## config.mk

```make
export PLATFORM = sky130hd
export DESIGN_NAME = sd_cmd_engine
export DESIGN_NICKNAME = d
export VERILOG_FILES = /design/src/rtl/sd_cmd_pkg.sv /design/src/rtl/sd_cmd_framer.sv /design/src/rtl/sd_status_decode.sv /design/src/rtl/sd_wait_timer.sv /design/src/rtl/sd_cmd_engine.sv
export SDC_FILE = /design/constraint.sdc
export NUM_CORES = 1
export LEC_CHECK = 0
export BUFFER_PORTS_ARGS = -buffer_cell sky130_fd_sc_hd__buf_4
export CORE_MARGIN = 1.5
export CORE_UTILIZATION = 64
export CTS_BUF_LIST = sky130_fd_sc_hd__clkbuf_8
export CTS_CLUSTER_SIZE = 8
export DETAILED_ROUTE_END_ITERATION = 8
export GPL_TIMING_DRIVEN = 0
export PLACE_DENSITY = 0.88
export SLEW_MARGIN = 5
export SYNTH_ARGS = -nofsm -noshare
export SYNTH_HDL_FRONTEND = slang
export SYNTH_HIERARCHICAL = 1
export SYNTH_SLANG_ARGS = --single-unit
```

## constraint.sdc

```tcl
create_clock -name clk -period 5.4 [get_ports clk]
set_clock_uncertainty 0.15 [all_clocks]
set_input_delay 0.54 -clock clk [delete_from_list [all_inputs] [get_ports clk]]
set_output_delay 0.54 -clock clk [all_outputs]
set_load 0.02 [all_outputs]
```

## src/rtl/sd_cmd_pkg.sv

```systemverilog
package sd_cmd_pkg;

  typedef enum logic [2:0] {
    E_OK      = 3'd0,
    E_NODEV   = 3'd1,
    E_CRC     = 3'd2,
    E_ILLEGAL = 3'd3,
    E_ERASE   = 3'd4,
    E_PARAM   = 3'd5,
    E_TIMEOUT = 3'd6
  } sd_err_e;

  typedef enum logic [1:0] {
    RT_PLAIN = 2'd0,
    RT_BUSY  = 2'd1,
    RT_LONG  = 2'd2,
    RT_SHORT = 2'd3
  } sd_rtype_e;

  typedef enum logic [2:0] {
    S_IDLE, S_READY, S_SEND, S_STUFF, S_POLL, S_EXT, S_BUSY, S_REL
  } sd_state_e;

  localparam logic [5:0] IDX_RESET  = 6'd0;
  localparam logic [5:0] IDX_IFCOND = 6'd8;
  localparam logic [5:0] IDX_STOP   = 6'd12;
  localparam logic [5:0] IDX_APP    = 6'd55;
  localparam logic [7:0] FILL       = 8'hFF;

  function automatic logic [7:0] end_byte(logic [5:0] idx);
    case (idx)
      IDX_RESET:  return 8'h95;
      IDX_IFCOND: return 8'h87;
      default:    return 8'hFF;
    endcase
  endfunction

  function automatic logic keeps_select(logic [5:0] idx, logic app);
    if (app) return (idx == 6'd22);
    return (idx == 6'd9) || (idx == 6'd17) || (idx == 6'd18) ||
           (idx == 6'd24) || (idx == 6'd25);
  endfunction

  function automatic sd_err_e classify_status(logic [7:0] s);
    if (s[3])              return E_CRC;
    else if (s[2])         return E_ILLEGAL;
    else if (s[1] || s[4]) return E_ERASE;
    else if (s[5] || s[6]) return E_PARAM;
    return E_OK;
  endfunction

endpackage

```

## src/rtl/sd_cmd_framer.sv

```systemverilog
module sd_cmd_framer
  import sd_cmd_pkg::*;
(
  input  logic [5:0]  idx,
  input  logic [31:0] arg,
  input  logic [2:0]  sel,
  output logic [7:0]  byte_o
);
  always_comb begin
    case (sel)
      3'd0:    byte_o = {2'b01, idx};
      3'd1:    byte_o = arg[31:24];
      3'd2:    byte_o = arg[23:16];
      3'd3:    byte_o = arg[15:8];
      3'd4:    byte_o = arg[7:0];
      3'd5:    byte_o = end_byte(idx);
      default: byte_o = FILL;
    endcase
  end
endmodule

```

## src/rtl/sd_status_decode.sv

```systemverilog
module sd_status_decode
  import sd_cmd_pkg::*;
(
  input  logic [7:0] status,
  output sd_err_e    err,
  output logic       fatal
);
  always_comb begin
    err   = classify_status(status);
    fatal = (err == E_CRC) || (err == E_ILLEGAL);
  end
endmodule

```

## src/rtl/sd_wait_timer.sv

```systemverilog
module sd_wait_timer #(
  parameter longint unsigned LIMIT = 64'd1000
) (
  input  logic clk,
  input  logic rst_n,
  input  logic run,
  output logic expired
);
  localparam int CW = $clog2(LIMIT + 1);
  logic [CW-1:0] cnt_q;

  assign expired = (cnt_q >= CW'(LIMIT));

  always_ff @(posedge clk or negedge rst_n) begin
    if (!rst_n)        cnt_q <= '0;
    else if (!run)     cnt_q <= '0;
    else if (!expired) cnt_q <= cnt_q + 1'b1;
  end

  p_timer_sticky_r10: assert property (@(posedge clk) disable iff (!rst_n)
    (run && expired) |=> (expired || !$past(run)));
endmodule

```

## src/rtl/sd_cmd_engine.sv

```systemverilog
module sd_cmd_engine
  import sd_cmd_pkg::*;
#(
  parameter int CYC_PER_MS = 250000,
  parameter int TIMEOUT_MS = 5000,
  parameter int POLL_MAX   = 16,
  parameter int ATTEMPTS   = 3
) (
  input  logic        clk,
  input  logic        rst_n,
  input  logic        cmd_valid,
  output logic        cmd_ready,
  input  logic [5:0]  cmd_idx,
  input  logic [31:0] cmd_arg,
  input  logic        cmd_app,
  input  logic [1:0]  cmd_rtype,
  output logic        done,
  output logic [7:0]  resp_r1,
  output logic [31:0] resp_ext,
  output logic [2:0]  resp_err,
  output logic        spi_cs_n,
  output logic        spi_req,
  output logic [7:0]  spi_tx,
  input  logic        spi_ack,
  input  logic [7:0]  spi_rx
);
  localparam longint unsigned TMO_CYC = longint'(CYC_PER_MS) * longint'(TIMEOUT_MS);
  localparam int PW = (POLL_MAX > 1) ? $clog2(POLL_MAX) : 1;
  localparam int AW = (ATTEMPTS > 1) ? $clog2(ATTEMPTS) : 1;

  sd_state_e   st;
  logic [5:0]  idx_q;
  logic [31:0] arg_q;
  logic        app_q, pre_q, post_app_q;
  sd_rtype_e   rt_q;
  logic [2:0]  byte_q;
  logic [PW-1:0] poll_q;
  logic [AW-1:0] try_q;
  logic [2:0]  ext_left;
  logic [7:0]  r1_q;
  logic [31:0] ext_q;
  sd_err_e     err_q;
  logic        cs_n_q, done_q;

  // named internal events
  logic [5:0]  cur_idx;
  logic [31:0] cur_arg;
  logic [7:0]  pkt_byte;
  sd_err_e     rx_err;
  logic        rx_fatal;
  logic        tmr_run, tmr_exp;
  logic        hold_sel;
  logic        status_seen;
  logic        last_poll;

  assign cur_idx     = pre_q ? IDX_APP : idx_q;
  assign cur_arg     = pre_q ? 32'd0 : arg_q;
  assign tmr_run     = (st == S_READY) || (st == S_BUSY);
  assign hold_sel    = keeps_select(idx_q, app_q);
  assign last_poll   = (poll_q == PW'(POLL_MAX - 1));
  assign status_seen = spi_ack && (st == S_POLL) && (!spi_rx[7] || last_poll);

  sd_cmd_framer u_framer (
    .idx(cur_idx), .arg(cur_arg), .sel(byte_q), .byte_o(pkt_byte)
  );

  sd_status_decode u_decode (
    .status(spi_rx), .err(rx_err), .fatal(rx_fatal)
  );

  sd_wait_timer #(.LIMIT(TMO_CYC)) u_timer (
    .clk(clk), .rst_n(rst_n), .run(tmr_run), .expired(tmr_exp)
  );

  assign cmd_ready = (st == S_IDLE);
  assign spi_req   = (st != S_IDLE);
  assign spi_tx    = (st == S_SEND) ? pkt_byte : FILL;
  assign spi_cs_n  = cs_n_q;
  assign done      = done_q;
  assign resp_r1   = r1_q;
  assign resp_ext  = ext_q;
  assign resp_err  = err_q;

  always_ff @(posedge clk or negedge rst_n) begin
    if (!rst_n) begin
      st <= S_IDLE;
      idx_q <= '0; arg_q <= '0; app_q <= 1'b0; rt_q <= RT_PLAIN;
      pre_q <= 1'b0; post_app_q <= 1'b0;
      byte_q <= '0; poll_q <= '0; try_q <= '0; ext_left <= '0;
      r1_q <= FILL; ext_q <= '0; err_q <= E_OK;
      cs_n_q <= 1'b1; done_q <= 1'b0;
    end else begin
      done_q <= 1'b0;
      case (st)
        S_IDLE: if (cmd_valid) begin
          idx_q <= cmd_idx; arg_q <= cmd_arg; app_q <= cmd_app;
          rt_q <= sd_rtype_e'(cmd_rtype);
          cs_n_q <= 1'b0; err_q <= E_OK; r1_q <= FILL; ext_q <= '0;
          try_q <= '0; post_app_q <= 1'b0; byte_q <= '0; pre_q <= cmd_app;
          st <= (cmd_idx == IDX_STOP) ? S_SEND : S_READY;
        end
        S_READY: if (spi_ack) begin
          if (spi_rx == FILL) begin
            byte_q <= '0;
            pre_q <= post_app_q ? 1'b0 : app_q;
            post_app_q <= 1'b0;
            st <= S_SEND;
          end else if (tmr_exp) begin
            err_q <= E_TIMEOUT; cs_n_q <= 1'b1; st <= S_REL;
          end
        end
        S_SEND: if (spi_ack) begin
          if (byte_q == 3'd5) begin
            poll_q <= '0;
            st <= (!pre_q && idx_q == IDX_STOP) ? S_STUFF : S_POLL;
          end else begin
            byte_q <= byte_q + 3'd1;
          end
        end
        S_STUFF: if (spi_ack) st <= S_POLL;
        S_POLL: if (spi_ack) begin
          if (status_seen) begin
            if (pre_q) begin
              post_app_q <= 1'b1; st <= S_READY;
            end else begin
              r1_q <= spi_rx;
              if (spi_rx == FILL) begin
                if (try_q == AW'(ATTEMPTS - 1)) begin
                  err_q <= E_NODEV; cs_n_q <= 1'b1; st <= S_REL;
                end else begin
                  try_q <= try_q + 1'b1; pre_q <= app_q; byte_q <= '0; st <= S_SEND;
                end
              end else begin
                err_q <= rx_err;
                if (rx_fatal) begin
                  cs_n_q <= 1'b1; st <= S_REL;
                end else begin
                  case (rt_q)
                    RT_LONG:  begin ext_left <= 3'd4; st <= S_EXT; end
                    RT_SHORT: begin ext_left <= 3'd1; st <= S_EXT; end
                    RT_BUSY:  st <= S_BUSY;
                    default: begin
                      if (rx_err == E_OK && hold_sel) begin st <= S_IDLE; done_q <= 1'b1; end
                      else begin cs_n_q <= 1'b1; st <= S_REL; end
                    end
                  endcase
                end
              end
            end
          end else begin
            poll_q <= poll_q + 1'b1;
          end
        end
        S_EXT: if (spi_ack) begin
          ext_q <= {ext_q[23:0], spi_rx};
          ext_left <= ext_left - 3'd1;
          if (ext_left == 3'd1) begin
            if (err_q == E_OK && hold_sel) begin st <= S_IDLE; done_q <= 1'b1; end
            else begin cs_n_q <= 1'b1; st <= S_REL; end
          end
        end
        S_BUSY: if (spi_ack) begin
          if (spi_rx == FILL) begin
            if (err_q == E_OK && hold_sel) begin st <= S_IDLE; done_q <= 1'b1; end
            else begin cs_n_q <= 1'b1; st <= S_REL; end
          end else if (tmr_exp) begin
            err_q <= E_TIMEOUT; cs_n_q <= 1'b1; st <= S_REL;
          end
        end
        S_REL: if (spi_ack) begin
          st <= S_IDLE; done_q <= 1'b1;
        end
        default: st <= S_IDLE;
      endcase
    end
  end

  p_req_hold_r12: assert property (@(posedge clk) disable iff (!rst_n)
    (spi_req && !spi_ack) |=> (spi_req && $stable(spi_tx)));

  p_cs_in_packet_r11: assert property (@(posedge clk) disable iff (!rst_n)
    (st == S_SEND) |-> !spi_cs_n);

  p_cs_released_r11: assert property (@(posedge clk) disable iff (!rst_n)
    (st == S_REL) |-> spi_cs_n);

  p_done_pulse_r11: assert property (@(posedge clk) disable iff (!rst_n)
    done |=> !done);

  p_attempt_bound_r5: assert property (@(posedge clk) disable iff (!rst_n)
    try_q <= AW'(ATTEMPTS - 1));

  p_nodev_status_r5: assert property (@(posedge clk) disable iff (!rst_n)
    (done && resp_err == E_NODEV) |-> (resp_r1 == FILL));
endmodule

```

==> qor.yml, run 1 <==
run_status:
  outcome: "finished, violations left"
  failed_checks: "DRC"
grt:
  grt_max_degree: 75
  grt_pass1_wl_um: 33900
  grtUsageTotal: 0.341
  antenna_found_initial: 0
  grt_pass1_vias: 6633
  globalRouteOverflowTotal: 0
critical_path:
  cp.arrival_ns: 3.43
  cp_max_fo: 10
  worst_setup_path_end_kind: "output port"
  path_class: "flop to output port"
  critical_path.reg2reg.startpoint: "u_timer/cnt_q[24]$_DFFE_PN0P_"
  start_kind: "flop"
  crit_start: "pre_q$_DFFE_PN0P_"
  required_ns: 4.71
logic_synthesis:
  synth_commonest_cells: "dfrtp_1, nand2_1, o21ai_0"
  synthCells: 817
  netlist_area_mm2: 0.00768
  syn-mean-instance-area_um2: 9.40
  ys_ff_latch: 134
  synth_ff_type: "dfrtp_1"
  yosysWarningCount: 6
  synth-seq-area-share: 0.438
  async_reset_ff_frac: 1.00
  yosysMostFrequentCell: "dfrtp_1"
  synth_fp_nets: 878
  yosys-top-cells-area: "dfrtp_1, mux2_2, nand2_1"
  synth_top_area_cell: "dfrtp_1"
  synth.distinct_cells: 81
  synth.top_cell.area_share: 0.407
  synth-edff-count: 0
routing:
  routed_via_density: 6.32
  dr.pass1.iters: 8
  vias: 6954
  routed_wl_um: 21100
  drc: 6
  drtAntennaViolNets: 0
  wl_per_cell_um: 19.2
  dr.first_iter.drc_count: 750
die:
  die_h_um: 113
  die-area_mm2: 0.0127
  fp.dieW_um: 113
  io_pins: 108
  coreArea_mm2: 0.0116
  start_util: 0.664
  core.rowCount: 39
finish:
  n_fill_cell: 791
  finish.instance_area_mm2: 0.00909
  area_growth_pct: 18.5
  num_antenna_cells: 0
  fin_cells: 1100
  fin_nets: 1005
  drive_gt1_frac: 0.279
timing:
  hold_ws_ns: 0.152
  fin_tns_setup_ns: 0
  clock.fmax_mhz: 243
  hold_violations: 0
  report.final.slew_viol_count: 0
  min_period_over_period: 0.763
  rsz0062_at_grt: "false"
  worst_pin_slew_ns: 0.841
  period_needed_ns: 4.12
  setup_viol: 0
  relSlewSlack: 0.433
clock_tree:
  htree_levels: 4
  cts_tree: "done"
  clkTransAtPathRegs_ns: 0.08
  cts_buffers: 17
  numClockSinks: 134
  insertion_delay_ns: 0.45
  cts_buffer_depth: 2
  post_cts_resized: 0
  clock-root-buffer: "clkbuf_8"
place:
  gp_congestion: 0.956
  io_buffer_count: 106
  dpl_cell_area_mm2: 0.00868
  dp_hpwl_um: 15200
  dpl.cell_count: 1067
hold_path:
  hp-class: "primary input to flop"
  holdCritStartpoint: "cmd_rtype[1]"
power_and_ir_drop:
  max-vdd-ir-drop_mv: 0.242
  power.static_leakage_nw: 3.83
  power_density_mw_per_mm2: 462
job:
  drv_cap: 0
[metrics by stage]
stage          power (mW)  worst slack [ns]  utilization
2_1_floorplan        2.73              2.25            -
3_3_place_gp         3.24              1.83        0.748
3_5_place_dp         3.32              1.84        0.751
4_1_cts              4.18              1.31        0.786
5_1_grt              4.42              1.13        0.786
6_report             4.20              1.28        0.786
[final timing paths]
kind                       slack, ns  cells after the start                        to
hold / removal                  0.15                      3       rt_q[1]$_DFFE_PN0P_
setup / recovery                1.28                      9                 spi_tx[4]
max in group asynchronous       3.87                      3      arg_q[3]$_DFFE_PN0P_
hold reg to reg                 0.34                      2  resp_ext[28]$_DFFE_PN0P_
min in group asynchronous       0.48                      2  resp_ext[11]$_DFFE_PN0P_
setup reg to reg                2.12                     11   resp_err[2]$_DFFE_PN0P_
[kinds of logic (layout without fill, tap and decap cells)]
kind of cell,after synthesis,after routing,synth area share
adders and majority gates,8,8,0.0130
xor gates and xnor gates,2,2,0.00228
buffers and inverters,80,220,0.0476
DFF,134,134,0.438
muxes,68,68,0.0958
AOI/OAI and AO/OA,184,184,0.160
and+or+nand+nor,341,341,0.243
[cell type report]
type                            count  area, um2  share of cell area
Clock inverter                     12        126              0.0139
Inverter                           27        101              0.0111
Multi-Input combinational cell    603       3950               0.434
Tap cell                          143        179              0.0197
Clock buffer                       20        275              0.0303
Buffer                             53        264              0.0290
Timing Repair Buffer              108        837              0.0920
Sequential cell                   134       3360               0.370
[metal layers]
metal	wire length, um	global-route usage	vias up
li1	-	-	3202
met1	8720	0.456	3352
met2	10400	0.556	349
met3	1480	0.0740	51
met4	494	0.116	0
met5	0	0	-
[registers in the layout, indices dropped and copies added (netlist names), 2 cells and up]
register and cells:
arg_q 32, byte_q 3, ext_left 3, idx_q 6
poll_q 4, resp_err 3, resp_ext 32, resp_r1 8
rt_q 2, st 3, try_q 2, u_timer/cnt_q 31
[power by group]
group          leakage [nW]  switching [mW]  internal, mW  total, mW
combinational          1.90            1.08         0.771       1.85
sequential             1.74           0.208          1.29       1.50
clock                 0.193           0.405         0.444      0.849
total                  3.83            1.69          2.51       4.20
[critical path: stages (launching register included)]
cell and delay, ns:
dfrtp_1 0.36, clkbuf_1 0.28, clkbuf_1 0.31, clkbuf_1 0.27, or2_2 0.34, or4_4 0.56, o31a_1 0.25, a21o_1 0.16
or2_2 0.29, buf_4 0.16
[cells in the final DEF (no fill, tap or decap), drive strengths merged, types with 16 or more instances in the layout]
master  instances
buf           139
dfrtp         125
o21ai          60
or2            18
nand3          17
mux2           44
nand4          17
nand2         120
a21oi          35
o31ai          22
clkbuf         41
nor3           17
inv            28
nor2           35
nor2b          38
nand2b         16
mux2i          24
[timing repair]
| action | CTS | global route |
|---|---|---|
| endpoints found under the hold margin | 51 | 0 |
| hold buffers | 1 | 0 |
| buffers inserted | 0 | 0 |
(Power assumes the default switching activity.)
==> run 2, diff against run 1 <==
--- a/config.mk
+++ b/config.mk
@@ -7,12 +7,12 @@
 export LEC_CHECK = 0
 export BUFFER_PORTS_ARGS = -buffer_cell sky130_fd_sc_hd__buf_4
 export CORE_MARGIN = 1.5
-export CORE_UTILIZATION = 64
+export CORE_UTILIZATION = 54
 export CTS_BUF_LIST = sky130_fd_sc_hd__clkbuf_8
 export CTS_CLUSTER_SIZE = 8
 export DETAILED_ROUTE_END_ITERATION = 8
 export GPL_TIMING_DRIVEN = 0
-export PLACE_DENSITY = 0.88
+export PLACE_DENSITY = 0.79
 export SLEW_MARGIN = 5
 export SYNTH_ARGS = -nofsm -noshare
 export SYNTH_HDL_FRONTEND = slang
==> constraint.sdc (replaced) <==
create_clock -name clk -period 3.77 [get_ports clk]
set_clock_uncertainty 0.15 [all_clocks]
set_input_delay 0.377 -clock clk [delete_from_list [all_inputs] [get_ports clk]]
set_output_delay 0.377 -clock clk [all_outputs]
set_load 0.02 [all_outputs]
==> run 2 against run 1 <==
The flow now finishes without violations. Sequential share of layout area shrank 1.2 points. Register-to-register slack lost 1.4 ns. Final cell count rose by 5.4%. Non-clock buffer count increased by 22. Count of clock-buffer cells in the layout decreased by 1. Worst setup slack lost 1.1 ns. Critical path type unchanged. Critical endpoint unchanged. Largest cell class unchanged. Highest routed layer unchanged.
==> qor.yml, run 2 (synthesis results as in run 1) <==
die:
  fp.dieW_um: 122  # +8.6%
  coreArea_mm2: 0.0139  # +20%
  core.rowCount: 43  # +10%
  die-area_mm2: 0.0149  # +18%
  io_pins: 108  # unchanged
  die_h_um: 122  # +8.6%
  start_util: 0.553  # -0.111
timing:
  hold_violations: 0  # unchanged
  rsz0062_at_grt: "false"
  fin_tns_setup_ns: 0  # unchanged
  hold_ws_ns: 0.0186  # -0.134 ns
  clock.fmax_mhz: 282
  report.final.slew_viol_count: 0  # unchanged
  relSlewSlack: 0.471  # +0.0372
  setup_viol: 0  # unchanged
  period_needed_ns: 3.55
  worst_pin_slew_ns: 0.786  # -0.0553 ns
  min_period_over_period: 0.941
place:
  gp_congestion: 0.917  # -4.1%
  io_buffer_count: 106  # unchanged
  dp_hpwl_um: 13900  # -8.4%
finish:
  drive_gt1_frac: 0.272  # -0.00729
  num_antenna_cells: 0  # unchanged
  fin_nets: 1027  # +2.2%
  layout_commonest_cell: "dfrtp_1"
  area_growth_pct: 22.3
  n_fill_cell: 1133  # +43%
  final_cell_mix: "dfrtp_1, nand2_1, buf_4"
routing:
  routed_wl_um: 19300  # -8.4%
  dr.first_iter.drc_count: 503  # -33%
  drtAntennaViolNets: 0  # unchanged
  dr.pass1.iters: 5  # -3
  wl_per_cell_um: 16.7  # -13%
  routed_via_density: 5.83  # -7.7%
  met3_wirelength_um: 1150  # -22%
  drc: 0  # -6
  vias: 6760  # -2.8%
  met2_length_um: 9210  # -11%
  met1_length_um: 8600  # -1.3%
  highest_layer: "met4"
critical_path:
  path_class: "flop to output port"
  crit_start: "pre_q$_DFFE_PN0P_"
  cp_max_fo: 19  # +9
  start_kind: "flop"
  path_cells: "clkbuf_1 > or2_2 > or4_4 > o31a_1 > a21o_1 > or2_2 > buf_4"
  crit_top_cell: "or2_2"
  cp_slowest_cell: "dfrtp_2"
  required_ns: 3.24  # -1.47 ns
  critical_path.reg2reg.startpoint: "st[2]$_DFFE_PN0P_"
  path_buf_inv: 2  # -2
  critical-path-top-delay-family: "simple AND/OR/NAND/NOR gates"
  worst_setup_path_end_kind: "output port"
  max_stage_delay_ns: 0.57  # about the same
  cp.arrival_ns: 3.02  # -0.41 ns
grt:
  grt_pass1_vias: 6492  # -2.1%
  globalRouteOverflowTotal: 0  # unchanged
  grtUsageTotal: 0.266  # -0.0747
  grt_max_degree: 82  # +9.3%
  grt_pass1_wl_um: 31400  # -7.4%
  antenna_found_initial: 0  # unchanged
clock_tree:
  cts_buffer_depth: 2  # unchanged
  clock-root-buffer: "clkbuf_8"
  post_cts_buffers: 0  # unchanged
  insertion_delay_ns: 0.45  # about the same
  numClockSinks: 134  # unchanged
  clkTransAtPathRegs_ns: 0.07  # about the same
  cts_tree: "done"
  htree_levels: 4  # unchanged
  cts_buffers: 17  # unchanged
hold_path:
  holdCritStartpoint: "cmd_arg[0]"
  hp-class: "primary input to flop"
power_and_ir_drop:
  power.static_leakage_nw: 3.95  # +3.0%
  power_density_mw_per_mm2: 637  # +38%
  max-vdd-ir-drop_mv: 0.415  # +71%
  power_mw: 5.98  # +42%
job:
  drv_cap: 0  # unchanged
run_status:
  outcome: "complete, no violations"
[run 2: changes by cell type in the layout (fill, tap and decap cells not counted), sizes merged]
cell	delta
inv	+2
dlygate4sd3	+24
clkbuf	-3
clkinvlp	-2
bufinv	+1
[run 2: path summary, 6_finish.rpt]
kind | cells past startpoint | slack (ns) | to
max in group asynchronous | 3 | 2.42 | resp_r1[7]$_DFFE_PN1P_
worst min register to register | 2 | 0.33 | ext_left[1]$_DFFE_PN0P_
worst min-delay path | 2 | 0.02 | arg_q[0]$_DFFE_PN0P_
worst max-delay path | 7 | 0.22 | spi_tx[4]
worst max register to register | 7 | 0.77 | u_timer/cnt_q[15]$_DFFE_PN0P_
min in group asynchronous | 2 | 0.29 | resp_ext[27]$_DFFE_PN0P_
[run 2: power breakdown]
group	leakage [nW]	switching (mW)	internal (mW)
Combinational	2.00	1.44	1.11
Sequential	1.74	0.308	1.86
Clock	0.211	0.580	0.685
Total	3.95	2.32	3.65
[run 2: layout make-up]
cell class                      instances  area, um2  share of cell area
Buffer                                 51        256              0.0273
Clock buffer                           19        262              0.0278
Clock inverter                         13        156              0.0167
Inverter                               27        101              0.0108
Multi-Input combinational cell        603       3950               0.420
Sequential cell                       134       3370               0.358
Tap cell                              180        225              0.0240
Timing Repair Buffer                  132       1080               0.115
[run 2: layer usage]
layer,vias up,global-route usage
met5,-,0
li1,3235,-
met1,3254,0.359
met2,237,0.437
met3,34,0.0488
met4,0,0.0843
[run 2: stage by stage]
stage / instance area, um2 / worst slack (ns) / instances / util
floorplan: 7680 / 0.782 / 817 / -
global placement: 8700 / 0.323 / 1103 / 0.627
detailed placement: 8730 / 0.343 / 1104 / 0.629
CTS: 9390 / 0.0822 / 1159 / 0.676
global route: 9390 / 0.0974 / 1159 / 0.676
finish: 9390 / 0.222 / 1159 / 0.676
[run 2: repair_timing]
action | CTS | global route
cloned | 0 | 0
hold buffers | 25 | 0
resized for setup | 0 | 1
endpoints found under the setup margin | 5 | 5
hold endpoints to repair | 75 | 0
[run 2: worst register-to-register path: stages (launching register included)]
cell and delay [ns]:
dfrtp_1 0.46, buf_4 0.21, nand2b_1 0.23, o21ai_0 0.66, clkbuf_1 0.48, inv_1 0.27
clkbuf_1 0.28, a21oi_1 0.18
==> run 3, diff against run 2 <==
--- a/config.mk
+++ b/config.mk
@@ -6,6 +6,7 @@
 export NUM_CORES = 1
 export LEC_CHECK = 0
 export BUFFER_PORTS_ARGS = -buffer_cell sky130_fd_sc_hd__buf_4
+export CORE_ASPECT_RATIO = 1.5
 export CORE_MARGIN = 1.5
 export CORE_UTILIZATION = 54
 export CTS_BUF_LIST = sky130_fd_sc_hd__clkbuf_8
==> run 3 against run 2 <==
Utilization shrank 1.1 points. Via count shrank 0.31%. Wire length is 4.9% higher. Global-route usage grew 1.5 points. Largest power group unchanged. Power decreased by 1.4%. First-iteration DRC count shrank 31%. Largest cell class unchanged. Hold slack got worse by 0.0050 ns. Final cell count decreased by 1.8%. Combinational power hardly changed. Critical path depth unchanged. Worst setup slack better by 0.015 ns.
==> qor.yml, run 3 (synthesis results as in run 1) <==
run_status:
  outcome: "complete, no violations"
clock_tree:
  cts_buffer_depth: 2  # unchanged
  htree_levels: 4  # unchanged
  insertion_delay_ns: 0.45  # about the same
  post_cts_buffers: 0  # unchanged
  clock-root-buffer: "clkbuf_8"
  clkTransAtPathRegs_ns: 0.08  # about the same
  cts_buffers: 17  # unchanged
  numClockSinks: 134  # unchanged
  cts_tree: "done"
die:
  coreArea_mm2: 0.0139  # +0.32%
  core.rowCount: 53  # +23%
  io_pins: 108  # unchanged
  fp.dieW_um: 100  # -18%
  die_h_um: 149  # +22%
  start_util: 0.551  # -0.00179
  die-area_mm2: 0.0150  # +0.10%
grt:
  grt_pass1_vias: 6760  # +4.1%
  grt_max_degree: 71  # -13%
  globalRouteOverflowTotal: 0  # unchanged
  antenna_found_initial: 0  # unchanged
  grtUsageTotal: 0.281  # +0.0146
  grt_pass1_wl_um: 32900  # +4.8%
critical_path:
  cp_slowest_cell: "dfrtp_2"
  worstRegToRegCells: 10  # +3
  reg2reg_to: "resp_err[0]$_DFFE_PN0P_"
  critical-path-top-delay-family: "simple AND/OR/NAND/NOR gates"
  worst-path-stages: 7  # unchanged
  cp.arrival_ns: 3.01  # about the same
  cp_max_fo: 19  # unchanged
  required_ns: 3.24  # about the same
  path_class: "flop to output port"
  crit_top_cell: "or2_2"
  critical_path.reg2reg.startpoint: "u_timer/cnt_q[26]$_DFFE_PN0P_"
  path_buf_inv: 2  # unchanged
  path_cells: "clkbuf_1 > or2_2 > or4_4 > o21ai_1 > a32oi_1 > or2_2 > buf_4"
  max_stage_delay_ns: 0.57  # about the same
  rrSetupSlack_ns: 0.78  # about the same
  worst_setup_path_end_kind: "output port"
  start_kind: "flop"
routing:
  routed_wl_um: 20300  # +4.9%
  drtAntennaViolNets: 0  # unchanged
  routed_via_density: 5.92  # +1.5%
  wl_per_cell_um: 17.8  # +6.9%
  vias: 6739  # -0.31%
  drc: 0  # unchanged
  dr.pass1.iters: 5  # unchanged
  dr.first_iter.drc_count: 347  # -31%
timing:
  min_period_over_period: 0.937  # -0.00402
  hold_ws_ns: 0.0136  # -0.00502 ns
  period_needed_ns: 3.53  # -0.0152 ns
  report.final.slew_viol_count: 0  # unchanged
  setup_viol: 0  # unchanged
  relSlewSlack: 0.517  # +0.0467
  clock.fmax_mhz: 283  # +0.43%
  hold_violations: 0  # unchanged
  worst_slack_ns: 0.237  # +0.0152 ns
  worst_pin_slew_ns: 0.714  # -0.0717 ns
  rsz0062_at_grt: "false"
  fin_tns_setup_ns: 0  # unchanged
place:
  dpl.cell_count: 1089  # -1.4%
  dp_slack_ns: 0.319  # -0.0239 ns
  dpl_cell_area_mm2: 0.00871  # -0.22%
  dp_hpwl_um: 15000  # +8.2%
  gp_congestion: 1.01  # +9.9%
  io_buffer_count: 106  # unchanged
hold_path:
  holdPathStages: 3  # +1
  hold_path_end: "rt_q[1]$_DFFE_PN0P_"
  hp-class: "primary input to flop"
  holdCritStartpoint: "cmd_rtype[1]"
power_and_ir_drop:
  max-vdd-ir-drop_mv: 0.367  # -11%
  power_density_mw_per_mm2: 636  # -0.14%
  power.static_leakage_nw: 3.90  # -1.2%
  power_mw: 5.90  # -1.4%
finish:
  fin_nets: 1021  # -0.58%
  num_antenna_cells: 0  # unchanged
  drive_gt1_frac: 0.275  # +0.00373
  area_growth_pct: 20.8
  utilization: 0.666  # -0.0106
  finish.instance_area_mm2: 0.00927  # -1.3%
  fin_cells: 1138  # -1.8%
  n_fill_cell: 1147  # +1.2%
  layout_commonest_cell: "dfrtp_1"
  final_cell_mix: "dfrtp_1, nand2_1, buf_4"
job:
  drv_cap: 0  # unchanged
run 3: cell types whose count changed in the layout (fill, tap and decap cells not counted):
cell and change:
clkinvlp_4 -1, inv_6 +4, clkinv_4 +2, bufinv_16 -2
dlygate4sd3_1 -6, clkbuf_8 -2, inv_1 -2, inv_8 +1
run 3: worst register-to-register path: stages, from the launching register on:
cell and delay [ns]:
dfrtp_1 0.44, or3_1 0.42, nor3_1 0.23, and3_1 0.28
clkbuf_1 0.32, or2_2 0.25, o21ai_0 0.15, o21a_1 0.19
nor2_1 0.14, o21ai_2 0.10, a32o_1 0.21
run 3: power by group:
group	switching, mW	leakage, nW	internal (mW)	total, mW
clock network	0.623	0.190	0.536	1.16
logic	1.47	1.98	1.11	2.58
registers	0.304	1.74	1.85	2.16
run 3: area by class of cell:
| type | instances | area [um2] | area share |
|---|---|---|---|
| multi-input combinational | 603 | 3950 | 0.426 |
| sequential | 134 | 3370 | 0.363 |
| timing repair buffer | 126 | 1020 | 0.110 |
| buffer | 51 | 256 | 0.0277 |
| clock buffer | 17 | 234 | 0.0252 |
| tap | 165 | 206 | 0.0223 |
| clock inverter | 15 | 145 | 0.0157 |
| inverter | 27 | 101 | 0.0109 |
run 3: metal layers:
| metal | vias to the layer above | track usage | part of all wire |
|---|---|---|---|
| li1 | 3214 | - | - |
| met1 | 3219 | 0.318 | 0.40 |
| met2 | 231 | 0.493 | 0.51 |
| met3 | 75 | 0.0459 | 0.040 |
| met4 | 0 | 0.164 | 0.052 |
| met5 | - | 0 | 0 |
run 3: repair_timing:
action | CTS | global route
gates resized for setup | 0 | 1
hold buffers | 19 | 0
endpoints found under the setup margin | 6 | 2
endpoints found under the hold margin | 79 | 0
run 3: worst max path at each step:
stage                     slack [ns]         startpoint        end
final                           0.24  pre_q$_DFFE_PN0P_  spi_tx[6]
after global placement          0.32  pre_q$_DFFE_PN0P_  spi_tx[4]
after floorplan                 0.78  pre_q$_DFFE_PN0P_  spi_tx[4]
after detailed placement        0.32  pre_q$_DFFE_PN0P_  spi_tx[4]
after CTS                       0.10  pre_q$_DFFE_PN0P_  spi_tx[4]
after global routing            0.14  pre_q$_DFFE_PN0P_  spi_tx[6]
